`config.mk`:
```
export PLATFORM = sky130hd
export DESIGN_NAME = nor_bus_front
export DESIGN_NICKNAME = d
export VERILOG_FILES = /design/src/rtl/nbf_pkg.sv /design/src/rtl/nbf_strobe_filter.sv /design/src/rtl/nbf_read_path.sv /design/src/rtl/nbf_cmd_port.sv /design/src/rtl/nor_bus_front.sv
export SDC_FILE = /design/constraint.sdc
export NUM_CORES = 1
export LEC_CHECK = 0
export BUFFER_PORTS_ARGS = -buffer_cell sky130_fd_sc_hd__buf_4
export CORE_MARGIN = 4
export CORE_UTILIZATION = 52
export CTS_CLUSTER_DIAMETER = 40
export DETAILED_ROUTE_END_ITERATION = 8
export PLACE_DENSITY = 0.84
export SETUP_SLACK_MARGIN = 0.1
export SYNTH_ARGS = -nofsm -noshare
export SYNTH_HDL_FRONTEND = slang
export SYNTH_SLANG_ARGS = --single-unit
```
`constraint.sdc`:
```
create_clock -name clk -period 2.3 [get_ports clk]
set_input_delay 0.46 -clock clk [delete_from_list [all_inputs] [get_ports clk]]
set_output_delay 0.46 -clock clk [all_outputs]
set_load 0.005 [all_outputs]
```
`src/rtl/nbf_pkg.sv`:
```
package nbf_pkg;
  typedef enum logic [2:0] {
    OP_STANDBY,
    OP_READ,
    OP_WRITE,
    OP_FLOAT,
    OP_ILLEGAL
  } bus_op_e;

  localparam logic [15:0] MFR_CODE     = 16'h0020;
  localparam logic [15:0] DEV_CODE_TOP = 16'h00EC;
  localparam logic [15:0] DEV_CODE_BOT = 16'h0058;
  localparam logic [15:0] ERASED_WORD  = 16'hFFFF;
endpackage

```
`src/rtl/nbf_strobe_filter.sv`:
```
module nbf_strobe_filter #(
  parameter int GLITCH_N = 3
) (
  input  logic clk,
  input  logic rst_n,
  input  logic raw_n,
  output logic filt_n
);
  localparam int CW = $clog2(GLITCH_N + 1);
  localparam logic [CW-1:0] LAST = CW'(GLITCH_N - 1);

  logic [CW-1:0] run_q;

  always_ff @(posedge clk or negedge rst_n) begin
    if (!rst_n) begin
      filt_n <= 1'b1;
      run_q  <= '0;
    end else if (raw_n == filt_n) begin
      run_q <= '0;
    end else if (run_q == LAST) begin
      filt_n <= raw_n;
      run_q  <= '0;
    end else begin
      run_q <= run_q + 1'b1;
    end
  end
endmodule

```
`src/rtl/nbf_read_path.sv`:
```
module nbf_read_path
  import nbf_pkg::*;
#(
  parameter bit TOP_BOOT = 1'b1
) (
  input  logic        clk,
  input  logic        rst_n,
  input  bus_op_e     op,
  input  logic        wide_mode,
  input  logic        id_sel,
  input  logic [1:0]  addr_lo,
  input  logic        byte_hi,
  output logic [15:0] dq_out,
  output logic [15:0] dq_oe
);
  localparam logic [15:0] DEV_CODE = TOP_BOOT ? DEV_CODE_TOP : DEV_CODE_BOT;

  logic        id_hit;
  logic [15:0] word_d;
  logic [7:0]  byte_d;
  logic [15:0] out_d;
  logic [15:0] oe_d;

  always_comb begin
    id_hit = id_sel && !addr_lo[1];
    if (id_hit) word_d = addr_lo[0] ? DEV_CODE : MFR_CODE;
    else        word_d = ERASED_WORD;
    byte_d = (byte_hi && !id_hit) ? word_d[15:8] : word_d[7:0];
    out_d  = '0;
    oe_d   = '0;
    if (op == OP_READ) begin
      if (wide_mode) begin
        out_d = word_d;
        oe_d  = 16'hFFFF;
      end else begin
        out_d = {8'h00, byte_d};
        oe_d  = 16'h00FF;
      end
    end
  end

  always_ff @(posedge clk or negedge rst_n) begin
    if (!rst_n) begin
      dq_out <= '0;
      dq_oe  <= '0;
    end else begin
      dq_out <= out_d;
      dq_oe  <= oe_d;
    end
  end
endmodule

```
`src/rtl/nbf_cmd_port.sv`:
```
module nbf_cmd_port
  import nbf_pkg::*;
#(
  parameter int ADDR_W = 19
) (
  input  logic              clk,
  input  logic              rst_n,
  input  bus_op_e           op,
  input  logic              ce_f,
  input  logic              we_f,
  input  logic              wide_mode,
  input  logic [ADDR_W-1:0] addr,
  input  logic [15:0]       dq_in,
  output logic              cmd_valid,
  input  logic              cmd_ready,
  output logic [ADDR_W:0]   cmd_addr,
  output logic [7:0]        cmd_data
);
  logic            wr_q;
  logic [ADDR_W:0] cap_addr;
  logic [7:0]      cap_data;
  logic            launch;

  assign launch = wr_q && (ce_f || we_f);

  always_ff @(posedge clk or negedge rst_n) begin
    if (!rst_n) begin
      wr_q     <= 1'b0;
      cap_addr <= '0;
      cap_data <= '0;
    end else begin
      wr_q <= (op == OP_WRITE);
      if (op == OP_WRITE) begin
        cap_addr <= {addr, wide_mode ? 1'b0 : dq_in[15]};
        cap_data <= dq_in[7:0];
      end
    end
  end

  always_ff @(posedge clk or negedge rst_n) begin
    if (!rst_n) begin
      cmd_valid <= 1'b0;
      cmd_addr  <= '0;
      cmd_data  <= '0;
    end else if (launch && (!cmd_valid || cmd_ready)) begin
      cmd_valid <= 1'b1;
      cmd_addr  <= cap_addr;
      cmd_data  <= cap_data;
    end else if (cmd_ready) begin
      cmd_valid <= 1'b0;
    end
  end
endmodule

```
`src/rtl/nor_bus_front.sv`:
```
module nor_bus_front
  import nbf_pkg::*;
#(
  parameter int ADDR_W   = 19,
  parameter int GLITCH_N = 3,
  parameter bit TOP_BOOT = 1'b1
) (
  input  logic              clk,
  input  logic              rst_n,
  input  logic              ce_n,
  input  logic              oe_n,
  input  logic              we_n,
  input  logic              wide_mode,
  input  logic              id_sel,
  input  logic [ADDR_W-1:0] addr,
  input  logic [15:0]       dq_in,
  output logic [15:0]       dq_out,
  output logic [15:0]       dq_oe,
  output logic              cmd_valid,
  input  logic              cmd_ready,
  output logic [ADDR_W:0]   cmd_addr,
  output logic [7:0]        cmd_data
);
  logic    ce_filt;
  logic    we_filt;
  bus_op_e op;

  nbf_strobe_filter #(.GLITCH_N(GLITCH_N)) u_ce_filt (
    .clk(clk), .rst_n(rst_n), .raw_n(ce_n), .filt_n(ce_filt)
  );

  nbf_strobe_filter #(.GLITCH_N(GLITCH_N)) u_we_filt (
    .clk(clk), .rst_n(rst_n), .raw_n(we_n), .filt_n(we_filt)
  );

  always_comb begin
    if (ce_filt)                op = OP_STANDBY;
    else if (oe_n && we_filt)   op = OP_FLOAT;
    else if (!oe_n && we_filt)  op = OP_READ;
    else if (oe_n && !we_filt)  op = OP_WRITE;
    else                        op = OP_ILLEGAL;
  end

  nbf_read_path #(.TOP_BOOT(TOP_BOOT)) u_rd (
    .clk(clk), .rst_n(rst_n), .op(op), .wide_mode(wide_mode),
    .id_sel(id_sel), .addr_lo(addr[1:0]), .byte_hi(dq_in[15]),
    .dq_out(dq_out), .dq_oe(dq_oe)
  );

  nbf_cmd_port #(.ADDR_W(ADDR_W)) u_cmd (
    .clk(clk), .rst_n(rst_n), .op(op), .ce_f(ce_filt), .we_f(we_filt),
    .wide_mode(wide_mode), .addr(addr), .dq_in(dq_in),
    .cmd_valid(cmd_valid), .cmd_ready(cmd_ready),
    .cmd_addr(cmd_addr), .cmd_data(cmd_data)
  );
endmodule

```
## Word level (Yosys, flattened, before mapping)

Index checks and enable logic that the tools add are counted.

| word-level totals | value |
|---|---|
| flip-flop bits (word level) | 96 |
| input bits | 43 |
| output and inout bits | 61 |

| cells by class | value |
|---|---|
| $add $sub $neg | 2 |
| equal/unequal tests | 6 |
| multiplexer cells | 18 |
| bitwise logic cells | 2 |
| reductions and logical operators | 17 |

Operators by type and width:

| cell | number |
|---|---|
| $mux 16 | 5 |
| $mux 8 | 2 |
| $mux 3 | 4 |
| $mux 2 | 4 |
| $logic_and 1x1->1 | 7 |
| $logic_not 1->1 | 5 |
| $add 2x1->2 const B | 2 |
| $eq 2x2->1 const B | 2 |
| $reduce_and 2->1 | 2 |
| $eq 3x1->1 const B | 1 |
| $eq 3x2->1 const B | 1 |
| $mux 1 | 3 |
| $eq 1x1->1 | 2 |
| $logic_or 1x1->1 | 2 |
| $not 1->1 | 2 |
| $reduce_bool 2->1 | 1 |

## Depth between registers and ports, before layout

Gate-level depths: netlist (run 1).

| depth | value |
|---|---|
| depth in word-level cells | 8 |
| depth in mapped cells | 4 |
| gate-level depth less buffers | 3 |

## Modules after synthesis

From an unflattened synthesis (run 1), not the netlist that was laid out.

| second synthesis, totals | value |
|---|---|
| cell total of the unflattened synthesis | 185 |
| area total of the unflattened synthesis | 2,949.1 µm² |

By module, submodules not included:

| module | instances | cells each | area each (µm²) | seq. area each (µm²) |
|---|---|---|---|---|
| nbf_cmd_port | 1 | 127 | 2,267.2 | 1,451.4 |
| nbf_read_path | 1 | 39 | 406.6 | 150.1 |
| nbf_strobe_filter | 2 | 8 | 126.4 | 76.3 |
| nor_bus_front | 1 | 3 | 22.5 | 0.0 |

## Worst setup path after synthesis (run 1)

Ideal clock, no wire load.

| timing | value |
|---|---|
| path kind | register -> register |
| from | register u_ce_filt.filt_n |
| to | register u_cmd.cmd_addr[13] |
| library setup time | 125 ps |
| arrival time | 1,445 ps |
| path slack | 730 ps |
| stages on the path, launching flop included | 5 |
| path buffers | 1 |
| period minus slack after synthesis | 1,570 ps |
| cell sequence | dfstp_2 -> o21ai_2 -> a21oi_4 -> clkbuf_8 -> mux2_2 |

| between the ends | value |
|---|---|
| longest elaborated chain between the ends | 3 |

Ends and longest elaborated chain:

| item | RTL line | source |
|---|---|---|
| start: declaration | nbf_strobe_filter.sv:7 | `output logic filt_n` |
| start signal: assignment | nbf_strobe_filter.sv:21 | `filt_n <= raw_n;` |
| $logic_or 1x1->1 | nbf_cmd_port.sv:24 | `assign launch = wr_q && (ce_f \|\| we_f);` |
| $logic_and 1x1->1 | nbf_cmd_port.sv:24 |  |
| $logic_and 1x1->1 | nbf_cmd_port.sv:45 | `end else if (launch && (!cmd_valid \|\| cmd_ready)) begin` |
| end signal: assignment | nbf_cmd_port.sv:47 | `cmd_addr <= cap_addr;` |
| end: declaration | nbf_cmd_port.sv:16 | `output logic [ADDR_W:0] cmd_addr,` |

Every way passes these cells.
A chain may end at the register's enable or synchronous reset.

## Worst setup path after layout (run 1)

| timing | value |
|---|---|
| from | register u_ce_filt.filt_n |
| to | register u_cmd.cmd_addr[5] |

Same word-level chain as after synthesis.

==> out/qor.yml, run 1 <==
power_and_ir_drop:
  powerDensity_mw_per_mm2: 1300
  p_comb_frac: 0.345
  leakage_nw: 1.70
  ir_worst_vdd_uv: 620
  power.switching_mw: 1.27
  intPower_mw: 3.37
  seqPwrFrac: 0.468
  clkPwrFrac: 0.186
  sw_frac_of_total: 0.274
logic_synthesis:
  yosys.area.top_type: "dfrtp_1"
  ys_seq_area_frac: 0.628
  syn_area_sq_mm: 0.00280
  synth_nets: 225
  postSynthAreaPerCell_sq_um: 15.4
  ys_ff_latch: 70
  synth.top_cells.by_area: "dfrtp_1, mux2_2, buf_4"
  synth.top_cell.area_share: 0.609
  syn_inst: 182
  synthDistinctLibCells: 20
  synth_warnings: 0
route:
  final_antenna_net_count: 0
  avgViaCountPerCell: 4.92
  drt-total-wl_mm: 4.98
  dr.pass1.iters: 4
  drc: 0
  wl_per_cell_um: 14.9
  drtIter0Drc: 34
  vias: 1642
worst_setup_path:
  cpMaxStageDelayCell: "dfstp_2"
  cp.arrival_ns: 1.87
  crit_chain: "o21ai_2, a21oi_4, buf_4, mux2_2"
  start_kind: "flop"
  critical_path_required_ns: 2.50
  criticalPathCategory: "reg -> reg"
  max_stage_delay_ns: 0.60
  path_max_fanout: 28
  critPathBufInv: 1
  end_kind: "flop"
  critPathTopFamily: "flip-flops"
global_routing:
  grt_max_degree: 71
  grt_pass1_wl_mm: 7.47
  grt_pass1_vias: 1642
  gr-total-overflow: 0
  track_usage: 0.153
  antenna_found_initial: 0
sta:
  maxSlewViolCount: 0
  clock_skew_ns: 0.00486
  finalHoldViolCount: 0
  min_period_ns: 1.68
  timing.slew.headroom: 0.438
  timing.fmax_mhz: 596
  setup_viol: 0
  post-route-period-util: 0.730
  final.setup.tns_ns: 0
  rsz0062_at_grt: "no"
  fin_hold_ws_ns: 0.241
  worst_pin_slew_ns: 0.844
floorplanning:
  die_h_um: 81.3
  rows: 26
  dieArea_sq_mm: 0.00661
  ioPinCount: 104
  start_util: 0.540
  core-area_sq_mm: 0.00517
  die_w_um: 81.3
clock_network:
  clk_path_buf_depth: 2
  cts-root-buf: "clkbuf_8"
  cts.sink_count: 70
  clk_pin_slew_ns: 0.07
  cts_tree: "yes"
  cts.htree.levels: 3
  cts_buffers: 9
  cts_setup_buffers: 0
  cts_resized: 0
  worstSkewPairLatency_ns: 0.32
  ctsHoldBuffers: 0
final_layout:
  fin_nets: 304
  layout_commonest_cell: "buf_4"
  syn_to_final_growth_pct: 27.7
  final_layout_size_suffix_gt1_frac: 0.659
  layout_common_cells: "buf_4, dfrtp_1, mux2_2"
  fillers: 373
  antenna_cells: 0
placed_design:
  portBuffers: 96
  dpl.hpwl_mm: 3.48
  place_congestion: 0.676
run:
  maxCapViolations: 0
outcome:
  status: "finished clean"
hold_path:
  hold_path_class: "in -> async"
==> power by group through the flow <==
stage               Clock, mW  Combinational, mW  Sequential, mW
finish                  0.865               1.60            2.18
floorplan                   0              0.967            2.15
global route            0.953               1.75            2.25
CTS                     0.896               1.64            2.18
detailed placement          0               1.64            2.20
global placement            0               1.58            2.16
==> registers in the layout (all words and copies together) (netlist names) <==
register and flops:
u_cmd.wr_q 1, u_cmd.cap_addr 20, u_cmd.cmd_data 8, u_rd.dq_out 4
u_we_filt.filt_n 1, u_cmd.cmd_addr 20, u_ce_filt.filt_n 1, u_cmd.cmd_valid 1
u_cmd.cap_data 8, u_ce_filt.run_q 2, u_we_filt.run_q 2, u_rd.dq_oe 2
==> kinds of logic (layout without fill, tap and decap cells) <==
family / Yosys count / in the layout / synth area share
AOI/OAI and AO/OA: 5 / 5 / 0.0152
xor gates and xnor gates: 2 / 2 / 0.00627
buffers and inverters: 34 / 116 / 0.0882
DFF: 70 / 70 / 0.628
muxes: 57 / 57 / 0.230
and+or+nand+nor: 14 / 14 / 0.0331
==> area by class of cell <==
class / instances / area, sq um / area share
multi-input cells: 78 / 800 / 0.224
repair buffers: 99 / 743 / 0.208
clock inverters: 1 / 5.00 / 0.00140
inverters: 3 / 11.3 / 0.00315
clock buffers: 13 / 169 / 0.0473
well taps: 70 / 87.6 / 0.0245
flip-flops and latches: 70 / 1750 / 0.491
==> worst register-to-register path, delay by kind of cell, from the launching register on <==
family | cells | cell delay [ns]
AO/OA/AOI/OAI | 2 | 0.20
buffers and inverters | 1 | 0.35
multiplexers | 1 | 0.41
flip-flops | 1 | 0.60
==> path summary, 6_finish.rpt <==
| kind | from | endpoint | slack, ns | depth (start not counted) |
|---|---|---|---|---|
| hold / removal | rst_n | u_cmd.cap_addr[15]$_DFFE_PN0N_ | 0.24 | 1 |
| hold reg to reg | u_ce_filt.run_q[0]$_DFF_PN0_ | u_ce_filt.run_q[0]$_DFF_PN0_ | 0.46 | 1 |
| setup reg to reg | u_ce_filt.filt_n$_DFFE_PN1P_ | u_cmd.cmd_addr[5]$_DFFE_PN0P_ | 0.62 | 4 |
| min in group clk | oe_n | u_rd.dq_oe[7]$_DFF_PN0_ | 0.32 | 2 |
| max in group asynchronous | rst_n | u_cmd.cap_data[4]$_DFFE_PN0N_ | 1.51 | 1 |
| setup / recovery | u_ce_filt.filt_n$_DFFE_PN1P_ | u_cmd.cmd_addr[5]$_DFFE_PN0P_ | 0.62 | 4 |
==> Yosys cell counts <==
cell type	n
buf_6	1
clkbuf_8	1
nor3b_1	5
mux2_2	57
buf_2	3
inv_1	3
and2_1	2
nand2b_1	1
nor3_1	2
nand3b_1	1
o21ai_2	1
o21a_1	1
o21ai_0	2
nor2b_1	2
xnor2_1	2
dfrtp_1	68
a21oi_4	1
buf_4	26
and3_1	1
dfstp_2	2
==> routing by layer <==
layer,vias to the layer above,routed length [um],GRT usage
met3,8,533,0.0521
met5,-,0,0
li1,751,-,-
met1,808,1970,0.175
met2,75,2430,0.258
met4,0,43,0.0709
==> metrics by stage <==
step | util | cells | cell area, sq um | worst slack, ns | power, mW
2_1_floorplan | - | 182 | 2800 | 0.730 | 3.11
3_3_place_gp | 0.657 | 320 | 3400 | 0.640 | 3.75
3_5_place_dp | 0.657 | 320 | 3400 | 0.616 | 3.84
4_1_cts | 0.690 | 334 | 3570 | 0.614 | 4.72
5_1_grt | 0.690 | 334 | 3570 | 0.559 | 4.95
6_report | 0.690 | 334 | 3570 | 0.621 | 4.64
Note: power is estimated with default switching activity, not from simulation.
==> run 2, diff against run 1 <==
Settings changed: CORE_UTILIZATION 52 to 49, PLACE_DENSITY 0.84 to 0.8.
Clock period 2.3 ns to 1.7 ns, I/O delays scaled along.
==> run 2 against run 1 <==
- cell area is 3.6% higher
- highest routed layer unchanged
- largest cell class unchanged
- sequential power increased by 35%
- critical endpoint is now u_cmd.cmd_addr[17]$_DFFE_PN0P_
- total power is 46% higher
==> out/qor.yml, run 2 (synthesis results as in run 1) <==
outcome:
  status: "finished clean"
route:
  drtIter0Drc: 47
  drc: 0
  wl_per_cell_um: 14.9
  vias: 1635
  avgViaCountPerCell: 4.81
  final_antenna_net_count: 0
  dr.pass1.iters: 5
  drt-total-wl_mm: 5.07
sta:
  finalHoldViolCount: 0
  maxSlewViolCount: 0
  timing.fmax_mhz: 644
  fin_hold_ws_ns: 0.0118
  min_period_ns: 1.55
  worst_pin_slew_ns: 0.492
  clock_skew_ns: 0.00533
  timing.slew.headroom: 0.671
  final.setup.tns_ns: 0
  setup_viol: 0
  post-route-period-util: 0.914
  rsz0062_at_grt: "no"
final_layout:
  multi_input_area_sq_um: 800
  layout_commonest_cell: "buf_4"
  reg.largest.list: "u_cmd.cap_addr x20, u_cmd.cmd_addr x20"
  layout_common_cells: "buf_4, dfrtp_1, mux2_2"
  fin_nets: 306
  final_area_sq_mm: 0.00370
  antenna_cells: 0
  fillers: 427
  syn_to_final_growth_pct: 32.3
  seqCellArea_sq_mm: 0.00175
  final_layout_size_suffix_gt1_frac: 0.668
run:
  maxCapViolations: 0
worst_setup_path:
  r2r_start: "u_ce_filt.filt_n$_DFFE_PN1P_"
  cp.arrival_ns: 1.76
  r2r_slack_ns: 0.15
  cpMaxStageDelayCell: "dfstp_2"
  criticalPathCategory: "reg -> reg"
  critPathBufInv: 1
  end_kind: "flop"
  path_max_fanout: 15
  max_stage_delay_ns: 0.60
  cp-startpoint: "u_ce_filt.filt_n$_DFFE_PN1P_"
  critical_path_required_ns: 1.90
  start_kind: "flop"
  crit_chain: "o21ai_2, a21oi_4, buf_12, mux2_2"
  critPathTopFamily: "flip-flops"
clock_network:
  clk_path_buf_depth: 2
  clk_pin_slew_ns: 0.07
  cts_buffers: 9
  cts.sink_count: 70
  worstSkewPairLatency_ns: 0.32
  cts.htree.levels: 3
  cts_tree: "yes"
  ctsHoldBuffers: 0
  cts_setup_buffers: 0
  cts-root-buf: "clkbuf_8"
  cts_resized: 0
placed_design:
  dpl.hpwl_mm: 3.70
  dpl_cell_area_sq_mm: 0.00345
  portBuffers: 96
  place_congestion: 0.683
global_routing:
  antenna_found_initial: 0
  grt_pass1_vias: 1759
  gr-total-overflow: 0
  grt_pass1_wl_mm: 8.40
  grt_max_degree: 71
  track_usage: 0.151
floorplanning:
  ioPinCount: 104
  die_h_um: 83.5
  rows: 27
  dieArea_sq_mm: 0.00698
  start_util: 0.508
  die_w_um: 83.5
  core-area_sq_mm: 0.00551
power_and_ir_drop:
  ir_worst_vdd_uv: 1070
  powerDensity_mw_per_mm2: 1830
  intPower_mw: 4.99
  clkPwrFrac: 0.237
  p_comb_frac: 0.327
  sw_frac_of_total: 0.263
  power_mw: 6.78
  seqPwrFrac: 0.436
  power.switching_mw: 1.78
  leakage_nw: 1.76
hold_path:
  hold_path_class: "in -> async"
==> run 2: changes by cell type in the layout (fill, tap and decap cells not counted), sizes merged <==
cell    previous run  this run
bufinv             0         3
buf               99       101
clkinv             1         3
clkbuf            13        10
==> run 2: metrics by stage <==
stage / cells / setup WS (ns) / util
floorplan: 182 / 0.130 / -
global placement: 324 / 0.181 / 0.627
detailed placement: 324 / 0.159 / 0.627
CTS: 340 / 0.133 / 0.671
global route: 340 / 0.100 / 0.671
finish: 340 / 0.147 / 0.671
==> run 2: final cells by class <==
| cell class | count | area share |
|---|---|---|
| tap | 72 | 0.0244 |
| sequential | 70 | 0.474 |
| timing repair buffer | 101 | 0.215 |
| inverter | 3 | 0.00305 |
| clock buffer | 10 | 0.0372 |
| multi-input combinational | 78 | 0.216 |
| clock inverter | 6 | 0.0294 |
==> run 2: worst register-to-register path, cell delays in order, from the launching register on <==
cell	delay, ns
dfstp_2	0.60
o21ai_2	0.10
a21oi_4	0.20
buf_12	0.18
mux2_2	0.35
==> run 2: power by group through the flow <==
stage	logic, mW	clock network, mW	registers, mW
floorplan	1.31	0	2.91
global placement	2.19	0	2.95
detailed placement	2.26	0	2.99
CTS	2.27	1.64	2.97
global route	2.42	1.72	3.06
finish	2.21	1.61	2.95
==> run 2: path summary, 6_finish.rpt <==
| check | to | cells after the start |
|---|---|---|
| max | u_cmd.cmd_addr[17]$_DFFE_PN0P_ | 4 |
| min | u_cmd.cmd_addr[7]$_DFFE_PN0P_ | 2 |
| max reg2reg | u_cmd.cmd_addr[17]$_DFFE_PN0P_ | 4 |
| min reg2reg | u_ce_filt.run_q[1]$_DFF_PN0_ | 1 |
| max in group asynchronous | u_we_filt.filt_n$_DFFE_PN1P_ | 2 |
| min in group clk | u_rd.dq_oe[7]$_DFF_PN0_ | 2 |
==> run 2: metal layers <==
layer | track usage | vias up | share of wire
met5 | 0 | - | 0
met4 | 0.0570 | 0 | 0.011
met3 | 0.0622 | 7 | 0.086
met2 | 0.259 | 64 | 0.50
met1 | 0.166 | 800 | 0.41
li1 | - | 764 | -
